`config.mk`:
```
export PLATFORM = sky130hd
export DESIGN_NAME = feac_chan
export DESIGN_NICKNAME = d
export VERILOG_FILES = /design/src/rtl/feac_pkg.sv /design/src/rtl/feac_tx.sv /design/src/rtl/feac_rx_align.sv /design/src/rtl/feac_rx_persist.sv /design/src/rtl/feac_rx_idle.sv /design/src/rtl/feac_chan.sv
export SDC_FILE = /design/constraint.sdc
export NUM_CORES = 1
export LEC_CHECK = 0
export CORE_MARGIN = 2
export CORE_UTILIZATION = 57
export DETAILED_ROUTE_END_ITERATION = 6
export MAX_ROUTING_LAYER = met4
export PLACE_DENSITY = 0.76
export RECOVER_POWER = 25
export SLEW_MARGIN = 10
export SYNTH_ARGS = -nofsm -noshare
export SYNTH_HDL_FRONTEND = slang
export SYNTH_SLANG_ARGS = --single-unit
```
`constraint.sdc`:
```
create_clock -name clk -period 2.6 [get_ports clk]
set_input_delay 0.65 -clock clk [delete_from_list [all_inputs] [get_ports clk]]
set_output_delay 0.65 -clock clk [all_outputs]
set_load 0.005 [all_outputs]
```
`src/rtl/feac_pkg.sv`:
```
// Shared constants and types for the far-end alarm code word channel.
package feac_pkg;
    localparam int FEAC_CODE_W   = 6;   // variable code field width
    localparam int FEAC_TAIL_W   = 8;   // trailing ones after the closing zero
    localparam int FEAC_REPS     = 5;   // identical words needed to declare
    localparam int FEAC_IDLE_RUN = 16;  // consecutive ones that mean idle

    typedef enum logic {
        TX_IDLE = 1'b0,
        TX_SEND = 1'b1
    } feac_tx_state_e;
endpackage

```
`src/rtl/feac_tx.sv`:
```
// Transmit sequencer: holds the host code and shifts out framed words,
// one bit per strobe, while execute is high. Assumes the strobe is a
// single-cycle pulse. tx_bit always holds the bit consumed at the next strobe.
module feac_tx
    import feac_pkg::*;
#(
    parameter int CODE_W = FEAC_CODE_W,
    parameter int TAIL_W = FEAC_TAIL_W
) (
    input  logic              clk,
    input  logic              rst_n,
    input  logic              mode_on,
    input  logic              bit_stb,
    input  logic              exec,
    input  logic              host_load,
    input  logic [CODE_W-1:0] host_code,
    output logic              tx_bit,
    output logic              tx_active
);
    localparam int WORD_W = CODE_W + 2 + TAIL_W;
    localparam int IDX_W  = $clog2(WORD_W);
    localparam logic [IDX_W-1:0] LAST_IDX = IDX_W'(WORD_W - 1);
    localparam logic [IDX_W-1:0] IDX_ZERO = '0;

    feac_tx_state_e    state_q;
    logic [IDX_W-1:0]  idx_q;
    logic [CODE_W-1:0] code_q;
    logic              bit_q;

    // Bit k of a framed word: zero, code MSB first, zero, then ones.
    function automatic logic word_bit(input logic [CODE_W-1:0] c,
                                      input logic [IDX_W-1:0]  k);
        int ki;
        logic [CODE_W-1:0] sh;
        ki = int'(k);
        sh = c << (ki - 1);
        if (ki == 0 || ki == CODE_W + 1) return 1'b0;
        if (ki <= CODE_W)                return sh[CODE_W-1];
        return 1'b1;
    endfunction

    // Code register: loads only when no transmission is pending or running.
    always_ff @(posedge clk) begin
        if (!rst_n)
            code_q <= '0;
        else if (host_load && !exec && state_q == TX_IDLE)
            code_q <= host_code;
    end

    // Word sequencer: start, advance, repeat or stop at the word boundary.
    always_ff @(posedge clk) begin
        if (!rst_n || !mode_on) begin
            state_q <= TX_IDLE;
            idx_q   <= IDX_ZERO;
            bit_q   <= 1'b1;
        end else if (bit_stb) begin
            case (state_q)
                TX_IDLE: begin
                    if (exec) begin
                        state_q <= TX_SEND;
                        idx_q   <= IDX_ZERO;
                        bit_q   <= word_bit(code_q, IDX_ZERO);
                    end
                end
                TX_SEND: begin
                    if (idx_q == LAST_IDX) begin
                        idx_q <= IDX_ZERO;
                        if (exec) begin
                            bit_q <= word_bit(code_q, IDX_ZERO);
                        end else begin
                            state_q <= TX_IDLE;
                            bit_q   <= 1'b1;
                        end
                    end else begin
                        idx_q <= idx_q + 1'b1;
                        bit_q <= word_bit(code_q, idx_q + 1'b1);
                    end
                end
                default: begin
                    state_q <= TX_IDLE;
                    bit_q   <= 1'b1;
                end
            endcase
        end
    end

    assign tx_bit    = bit_q;
    assign tx_active = (state_q == TX_SEND);

    // an idle sender drives ones
    a_r4_idle_ones: assert property (@(posedge clk) disable iff (!rst_n)
        (state_q == TX_IDLE) |-> bit_q);
    // every word opens with a zero
    a_r2_open_zero: assert property (@(posedge clk) disable iff (!rst_n)
        (state_q == TX_SEND && idx_q == IDX_ZERO) |-> !bit_q);
    // mode off stops the sender on the next cycle
    a_r10_mode_stop: assert property (@(posedge clk) disable iff (!rst_n)
        !mode_on |=> (state_q == TX_IDLE));
    // code frozen while a transmission is pending or running
    a_r5_code_frozen: assert property (@(posedge clk) disable iff (!rst_n)
        (exec || state_q == TX_SEND) |=> $stable(code_q));
endmodule

```
`src/rtl/feac_rx_align.sv`:
```
// Receive word aligner: shifts in one bit per strobe and flags a complete
// framed word (zero, six code bits, zero, eight ones) ending on this strobe.
// The hit output is combinational and valid only in the strobe cycle.
module feac_rx_align
    import feac_pkg::*;
#(
    parameter int CODE_W = FEAC_CODE_W,
    parameter int TAIL_W = FEAC_TAIL_W
) (
    input  logic              clk,
    input  logic              rst_n,
    input  logic              mode_on,
    input  logic              bit_stb,
    input  logic              rx_bit,
    output logic              hit,
    output logic [CODE_W-1:0] hit_code
);
    localparam int WORD_W = CODE_W + 2 + TAIL_W;

    logic [WORD_W-1:0] sr_q;
    logic [WORD_W-1:0] sr_nxt;

    // Window including the bit arriving now; oldest bit at the top.
    always_comb begin
        sr_nxt   = {sr_q[WORD_W-2:0], rx_bit};
        hit_code = sr_nxt[WORD_W-2 -: CODE_W];
        hit      = bit_stb && mode_on && !sr_nxt[WORD_W-1]
                   && !sr_nxt[TAIL_W] && (&sr_nxt[TAIL_W-1:0]);
    end

    // Shift register: filled with ones when inactive.
    always_ff @(posedge clk) begin
        if (!rst_n || !mode_on)
            sr_q <= '1;
        else if (bit_stb)
            sr_q <= sr_nxt;
    end
endmodule

```
`src/rtl/feac_rx_persist.sv`:
```
// Repetition validator: counts identical back-to-back words and declares a
// code on the word that completes the required run. Back-to-back means the
// next word ends exactly one word length of strobes after the previous one.
module feac_rx_persist
    import feac_pkg::*;
#(
    parameter int CODE_W = FEAC_CODE_W,
    parameter int TAIL_W = FEAC_TAIL_W,
    parameter int REPS   = FEAC_REPS
) (
    input  logic              clk,
    input  logic              rst_n,
    input  logic              mode_on,
    input  logic              bit_stb,
    input  logic              hit,
    input  logic [CODE_W-1:0] hit_code,
    output logic              new_pulse,
    output logic [CODE_W-1:0] code
);
    localparam int WORD_W  = CODE_W + 2 + TAIL_W;
    localparam int REP_W   = $clog2(REPS + 1);
    localparam int SINCE_W = $clog2(WORD_W + 1);
    localparam logic [SINCE_W-1:0] SINCE_SAT = SINCE_W'(WORD_W);
    localparam logic [SINCE_W-1:0] SINCE_ADJ = SINCE_W'(WORD_W - 1);
    localparam logic [REP_W-1:0]   REP_FULL  = REP_W'(REPS);
    localparam logic [REP_W-1:0]   REP_ONE   = REP_W'(1);

    logic [SINCE_W-1:0] since_q;
    logic [REP_W-1:0]   rep_q;
    logic [REP_W-1:0]   rep_nxt;
    logic [CODE_W-1:0]  prev_q;
    logic [CODE_W-1:0]  code_q;
    logic               new_q;
    logic               cont;
    logic               declare;

    // Run continuation and declaration decision for the current hit.
    always_comb begin
        cont = (since_q == SINCE_ADJ) && (hit_code == prev_q);
        if (!cont)
            rep_nxt = REP_ONE;
        else if (rep_q == REP_FULL)
            rep_nxt = REP_FULL;
        else
            rep_nxt = rep_q + 1'b1;
        declare = hit && (rep_nxt == REP_FULL) && !(cont && rep_q == REP_FULL);
    end

    // Run counter, spacing counter and declared-code register.
    always_ff @(posedge clk) begin
        if (!rst_n) begin
            since_q <= SINCE_SAT;
            rep_q   <= '0;
            prev_q  <= '0;
            code_q  <= '0;
            new_q   <= 1'b0;
        end else begin
            new_q <= 1'b0;
            if (!mode_on) begin
                since_q <= SINCE_SAT;
                rep_q   <= '0;
            end else if (hit) begin
                since_q <= '0;
                rep_q   <= rep_nxt;
                prev_q  <= hit_code;
                if (declare) begin
                    new_q  <= 1'b1;
                    code_q <= hit_code;
                end
            end else if (bit_stb && since_q != SINCE_SAT) begin
                since_q <= since_q + 1'b1;
            end
        end
    end

    assign new_pulse = new_q;
    assign code      = code_q;

    // run counter never exceeds the required count
    a_r8_rep_bound: assert property (@(posedge clk) disable iff (!rst_n)
        rep_q <= REP_FULL);
    // a declaration follows a strobe and a full run
    a_r6_new_on_full: assert property (@(posedge clk) disable iff (!rst_n)
        new_q |-> (rep_q == REP_FULL && $past(bit_stb)));
    // the held code changes only with a declaration
    a_r11_code_hold: assert property (@(posedge clk) disable iff (!rst_n)
        !new_q |-> $stable(code_q));
    // nothing is declared while inactive
    a_r10_no_decl: assert property (@(posedge clk) disable iff (!rst_n)
        !mode_on |=> !new_q);
endmodule

```
`src/rtl/feac_rx_idle.sv`:
```
// Idle detector: counts consecutive received ones, saturating at the idle
// run length. The flag is set when the run is reached and dropped on any 0.
module feac_rx_idle
    import feac_pkg::*;
#(
    parameter int IDLE_RUN = FEAC_IDLE_RUN
) (
    input  logic clk,
    input  logic rst_n,
    input  logic mode_on,
    input  logic bit_stb,
    input  logic rx_bit,
    output logic idle
);
    localparam int RUN_W = $clog2(IDLE_RUN + 1);
    localparam logic [RUN_W-1:0] RUN_FULL = RUN_W'(IDLE_RUN);
    localparam logic [RUN_W-1:0] RUN_M1   = RUN_W'(IDLE_RUN - 1);

    logic [RUN_W-1:0] run_q;
    logic             idle_q;

    // Ones-run counter and idle flag.
    always_ff @(posedge clk) begin
        if (!rst_n || !mode_on) begin
            run_q  <= '0;
            idle_q <= 1'b0;
        end else if (bit_stb) begin
            if (rx_bit) begin
                if (run_q != RUN_FULL) run_q <= run_q + 1'b1;
                if (run_q >= RUN_M1)   idle_q <= 1'b1;
            end else begin
                run_q  <= '0;
                idle_q <= 1'b0;
            end
        end
    end

    assign idle = idle_q;

    // a received zero clears the flag
    a_r9_zero_clears: assert property (@(posedge clk) disable iff (!rst_n)
        (bit_stb && mode_on && !rx_bit) |=> !idle_q);
    // the flag is only up with a full run of ones
    a_r9_full_run: assert property (@(posedge clk) disable iff (!rst_n)
        idle_q |-> (run_q == RUN_FULL));
endmodule

```
`src/rtl/feac_chan.sv`:
```
// Far-end alarm code word channel: transmit sequencer plus receive aligner,
// repetition validator and idle detector, sharing the frame strobe.
// Assumes frame_stb is one cycle wide and rx_bit is valid with it.
module feac_chan
    import feac_pkg::*;
#(
    parameter int CODE_W   = FEAC_CODE_W,
    parameter int TAIL_W   = FEAC_TAIL_W,
    parameter int REPS     = FEAC_REPS,
    parameter int IDLE_RUN = FEAC_IDLE_RUN
) (
    input  logic              clk,
    input  logic              rst_n,
    input  logic              cbit_mode,
    input  logic              frame_stb,
    input  logic [CODE_W-1:0] host_code,
    input  logic              host_load,
    input  logic              host_exec,
    output logic              tx_bit,
    output logic              tx_active,
    input  logic              rx_bit,
    output logic [CODE_W-1:0] rx_code,
    output logic              rx_new,
    output logic              rx_idle
);
    logic              hit;
    logic [CODE_W-1:0] hit_code;

    feac_tx #(.CODE_W(CODE_W), .TAIL_W(TAIL_W)) u_tx (
        .clk(clk), .rst_n(rst_n), .mode_on(cbit_mode), .bit_stb(frame_stb),
        .exec(host_exec), .host_load(host_load), .host_code(host_code),
        .tx_bit(tx_bit), .tx_active(tx_active)
    );

    feac_rx_align #(.CODE_W(CODE_W), .TAIL_W(TAIL_W)) u_align (
        .clk(clk), .rst_n(rst_n), .mode_on(cbit_mode), .bit_stb(frame_stb),
        .rx_bit(rx_bit), .hit(hit), .hit_code(hit_code)
    );

    feac_rx_persist #(.CODE_W(CODE_W), .TAIL_W(TAIL_W), .REPS(REPS)) u_persist (
        .clk(clk), .rst_n(rst_n), .mode_on(cbit_mode), .bit_stb(frame_stb),
        .hit(hit), .hit_code(hit_code), .new_pulse(rx_new), .code(rx_code)
    );

    feac_rx_idle #(.IDLE_RUN(IDLE_RUN)) u_idle (
        .clk(clk), .rst_n(rst_n), .mode_on(cbit_mode), .bit_stb(frame_stb),
        .rx_bit(rx_bit), .idle(rx_idle)
    );
endmodule

```
# Word level (Yosys, flattened, before mapping)
# Cells that the tools add are included.
[word_totals]
register_bits = 54
output_inout_bits = 10
input_bits = 13
[classes]
bitwise_logic = 3
add_sub_neg = 5
n_eq_ne = 11
shift = 1
order_cmp = 2
n_mux = 57
n_reduce_logical = 30
[ops]
columns = ["cell", "count"]
rows = [
  ["1-bit 2-to-1 mux", 46],
  ["6-bit by 32-bit << shifter with 6-bit output", 1],
  ["5-bit 2-to-1 mux", 4],
  ["1-bit logical AND", 11],
  ["5-bit by 1-bit adder with 5-bit output, second input constant", 2],
  ["5-bit inequality test, second input constant", 2],
  ["2-bit AND reduction", 5],
  ["4-bit == test, second input constant", 2],
  ["4-bit 2-to-1 mux", 2],
  ["4-bit case mux with 2 select lines", 1],
  ["8-bit AND reduction", 1],
  ["3-bit == test, second input constant", 2],
  ["6-bit == test", 1],
  ["1-bit zero test", 6],
  ["3-bit 2-to-1 mux", 2],
  ["3-bit AND reduction", 2],
  ["5-bit by 4-bit == test with 1-bit output, second input constant", 1],
  ["5-bit by 4-bit >= comparator with 1-bit output, second input constant", 1],
  ["4-bit by 1-bit subtractor with 5-bit output, second input constant", 1],
  ["4-bit by 1-bit adder with 4-bit output, second input constant", 1],
  ["4-bit by 3-bit less-or-equal comparator with 1-bit output, second input constant", 1],
  ["4-bit zero test", 1],
  ["2-bit by 1-bit inequality test with 1-bit output, second input constant", 2],
  ["1-bit case mux with 2 select lines", 2],
  ["other kinds (6)", 9],
]

# Longest topological paths before layout
[logic_depth]
ltp_word = 17
ltp_mapped = 7
ltp_nobuf = 7

# By module
# A second synthesis with hierarchy kept.
[hier_totals]
cells_unflattened = 289
hier_area_um2 = 2731.4
[modules_own_cells]
columns = ["mod", "seq_area_each_um2", "cells_each", "n_inst", "area_per_inst_um2"]
rows = [
  ["feac_rx_persist", 420.4, 114, 1, 1021.0],
  ["feac_tx", 240.2, 72, 1, 680.7],
  ["feac_rx_align", 300.3, 60, 1, 634.4],
  ["feac_rx_idle", 120.1, 43, 1, 395.4],
]

# Least setup slack after synthesis
# Ideal clock, no wire load.
[synth_timing]
path_kind = "input port to flip-flop"
startpoint = "input cbit_mode"
endpoint = "register u_persist.code_q[0] (netlist: u_persist.code[0])"
path_slack_ns = 0.772
setup_ns = 0.116
required_ns = 2.484
arrival_time_ns = 1.712
cell_stages = 5
path_buffers = 0
cell_sequence = "nand4_1 or3_4 nor4_4 mux2i_1 nor2b_1"
[synth_via]
elab_chain_len = 7
[synth_lines]
columns = ["item", "line_no", "rtl"]
rows = [
  ["start: declaration", "feac_chan.sv:14", "input logic cbit_mode,"],
  ["1-bit logical AND (2 in a row)", "feac_rx_align.sv:27", "hit = bit_stb && mode_on && !sr_nxt[WORD_W-1]"],
  ["1-bit logical AND (2 in a row)", "feac_rx_align.sv:28", "&& !sr_nxt[TAIL_W] && (&sr_nxt[TAIL_W-1:0]);"],
  ["1-bit logical AND (2 in a row)", "feac_rx_persist.sv:46", "declare = hit && (rep_nxt == REP_FULL) && !(cont && rep_q == REP_FULL);"],
  ["3-bit AND reduction (no line) (*)", "--", ""],
  ["end signal: assignment", "feac_rx_persist.sv:68", "code_q <= hit_code;"],
  ["end: declaration", "feac_rx_persist.sv:32", "logic [CODE_W-1:0] code_q;"],
]
# Every way passes the cells marked *; elsewhere a longest branch is shown, timed or not.
# A chain may end at the register's enable or synchronous reset.

# Worst setup path after layout
[layout_timing]
startpoint = "input frame_stb"
endpoint = "register u_persist.rep_q[2]"
[layout_via]
elab_chain_len = 4
[layout_lines]
columns = ["item", "line_no", "rtl"]
rows = [
  ["start: declaration", "feac_chan.sv:15", "input logic frame_stb,"],
  ["1-bit logical AND (2 in a row)", "feac_rx_align.sv:27", ""],
  ["1-bit logical AND (2 in a row)", "feac_rx_align.sv:28", ""],
  ["end signal: assignment", "feac_rx_persist.sv:64", "rep_q <= rep_nxt;"],
  ["end: declaration", "feac_rx_persist.sv:29", "logic [REP_W-1:0] rep_q;"],
]
# Every way passes these cells.

==> qor.yml <==
synth_common_cells: "dfxtp_1, nand2_1, mux2i_1"
rsz0062_at_grt: "false"
synthArstFlopShare: 0
cp_slowest_stage_delay_ns: 0.56
ys_ff_latch: 54
synthToLayoutAreaGrowth_pct: 15.3
switching_share: 0.221
num_rows: 24
path_cells: "dlygate4sd3_1 > buf_4 > nand4_1 > or3_1 > a22oi_1 > nor2_1"
slowest_stage: "dlygate4sd3_1"
syn_area_mm2: 0.00254
whs_endpoint: "u_idle.idle$_SDFFE_PN0P_"
start_util: 0.587
p_int_mw: 1.07
synth.yosys.seq_area_share: 0.426
drc: 0
max_freq_ghz: 0.466
core_area_mm2: 0.00432
postLayoutCoreUtil: 0.677
synth_top_area_frac: 0.426
fill_cells: 397
cts_buffers: 5
overflow: 0
max-slew-margin-rel: 0.598
startpoint_type: "input pin"
setup_viol: 0
synth_edf_count: 0
ios: 23
syn-mean-instance-area_um2: 9.19
synth_area_leaders: "dfxtp_1, mux2i_1, nand2_1, ha_1, nor2b_1"
antenna_cells: 0
yosysTopAreaCell: "dfxtp_1"
cp-end-kind: "flop"
ir_drop_v: 0.000282
required_ns: 2.80
cts_sinks: 54
post-route-period-util: 0.825
timing.critical_path.buf_inv: 2
insertion_delay_ns: 0.30
antenna_found_initial: 0
dp_slack_ns: 0.207
grt_max_degree: 21
synth_nets: 299
tns_ns: 0
totalPowerFinal_mw: 1.37
fp.dieW_um: 70.7
reg2reg_setup_slack_ns: 0.63
cts_buffer_depth: 2
regToRegStartpoint: "u_tx.idx_q[0]$_SDFFE_PN0P_"
hold_buffers: 0
synth_cells: 276
cp_max_fo: 10
layout.nets: 328
root_buffer: "clkbuf_8"
track_usage: 0.212
ant_nets: 0
path_class: "input pin to flop"
final_cell_area_mm2: 0.00293
min_path_cells: 2
hp-class: "flop to flop"
die_area_mm2: 0.00500
arrival_ns: 2.34
finalMaxSlewViolations: 0
timing.hold.ws_ns: 0.464
worstMarginPinSlew_ns: 0.597
drt_wl_total_mm: 4.81
cts_setup_buffers: 0
powerDensity_mw_per_mm2: 469
vias: 1982
post_drt_wl_per_cell_um: 13.5
io_buffer_count: 22
routabilityCongestion: 0.791
cts-htree-levels: 2
dp_cells: 350
power_frac_clock: 0.319
die_h_um: 70.7
reg2reg_depth: 7
cts_resized: 0
grt_pass1_wl_mm: 8.36
cts.reportedPaths.clkPinSlew_ns: 0.09
status: "complete, no violations"
hold_viol_final: 0
min_from: "u_idle.idle$_SDFFE_PN0P_"
setup_slack_ns: 0.455
cts_tree: "done"
p_leak_nw: 1.09
cap_violations: 0
crit_family: "buffers and inverters"
grt_pass1_vias: 1877
power_switching_uw: 304
min_period_ns: 2.14
yosysWarnings: 0
r2r-end: "u_tx.tx_bit$_SDFFE_PN1P_"
yosysUniqueCellTypes: 42
dpl.hpwl_mm: 3.45
layout.cells.non_filler: 357
drtIter0Drc: 101
seq_power_share: 0.612
combinationalPowerShare: 0.069
clock_skew_ns: 0.00612
first_pass_iters: 4
synthMostInstantiatedCell: "dfxtp_1"
ys.flop_type: "dfxtp_1"
place_area_mm2: 0.00286
vias_per_cell: 5.55
drive_above_1_share: 0.0590
-- state kept, by name, indices dropped and copies added (netlist names) --
| name | flops |
|---|---|
| u_persist.new_pulse | 1 |
| u_tx.code_q | 6 |
| u_persist.prev_q | 6 |
| u_tx.tx_bit | 1 |
| u_persist.since_q | 5 |
| u_persist.rep_q | 3 |
| u_persist.code | 6 |
| u_tx.idx_q | 4 |
| u_idle.run_q | 5 |
| u_tx.tx_active | 1 |
| u_idle.idle | 1 |
| u_align.sr_q | 15 |
-- how the worst max path moves through the flow --
stage / from / endpoint / slack [ns] / cells after the start
6_report: frame_stb / u_persist.rep_q[2]$_SDFFE_PN0P_ / 0.46 / 6
4_1_cts: cbit_mode / u_persist.code[3]$_SDFFE_PN0P_ / 0.53 / 7
5_1_grt: cbit_mode / u_persist.code[2]$_SDFFE_PN0P_ / 0.36 / 7
2_1_floorplan: cbit_mode / u_persist.code[0]$_SDFFE_PN0P_ / 0.77 / 5
3_5_place_dp: frame_stb / u_persist.rep_q[2]$_SDFFE_PN0P_ / 0.21 / 6
3_3_place_gp: cbit_mode / u_persist.code[2]$_SDFFE_PN0P_ / 0.21 / 7
-- worst reg2reg max path: cells and delay by family, from the launching register on --
kind,cells,cell delay (ns)
AO/OA/AOI/OAI,3,0.46
adder cells (fa/ha/maj),1,0.23
buffers and inverters,1,0.14
flip-flops,1,0.53
multiplexers,1,0.25
AND/OR/NAND/NOR,1,0.27
-- final cells by class --
type                       instances  area, um^2  share of cell area
multi-input combinational        198        1360               0.464
sequential                        54        1080               0.370
timing repair buffer              33         295               0.101
clock buffer                       7        76.3              0.0261
tap                               52        65.1              0.0222
inverter                          13        48.8              0.0167
-- logic make-up (layout without fill, tap and decap cells) --
family / Yosys count / in the layout / share of synthesized area
buf+inv: 24 / 53 / 0.0360
compound gates: 40 / 40 / 0.103
flops: 54 / 54 / 0.426
simple gates: 104 / 104 / 0.218
xor+xnor: 12 / 12 / 0.0414
mux: 32 / 32 / 0.127
fa+ha+maj: 10 / 10 / 0.0493
-- power by group through the flow --
| stage | logic (mW) | registers (mW) | clock network [mW] |
|---|---|---|---|
| 6_report | 0.0944 | 0.841 | 0.438 |
| 5_1_grt | 0.103 | 0.842 | 0.482 |
| 4_1_cts | 0.0979 | 0.841 | 0.455 |
| 3_5_place_dp | 0.0975 | 0.860 | 0 |
| 3_3_place_gp | 0.0960 | 0.860 | 0 |
| 2_1_floorplan | 0.0542 | 0.858 | 0 |
-- placed cells by master (no fill, tap or decap), drive strengths merged, types with 10 or more instances in the layout --
cell type / netlist / final
ha: 10 / 10
mux2i: 31 / 31
dfxtp: 54 / 54
inv: 13 / 13
nor2b: 13 / 13
clkdlybuf4s50: 0 / 19
nand2: 35 / 35
nor2: 21 / 21
-- layer usage --
metal	share of wire	wire (um)	vias up	GRT usage
met4	0.013	61	0	0.0776
li1	-	-	1011	-
met1	0.47	2240	933	0.258
met5	0	0	-	-
met3	0.032	153	5	0.0427
met2	0.49	2350	33	0.349
(Power assumes the default switching activity.)
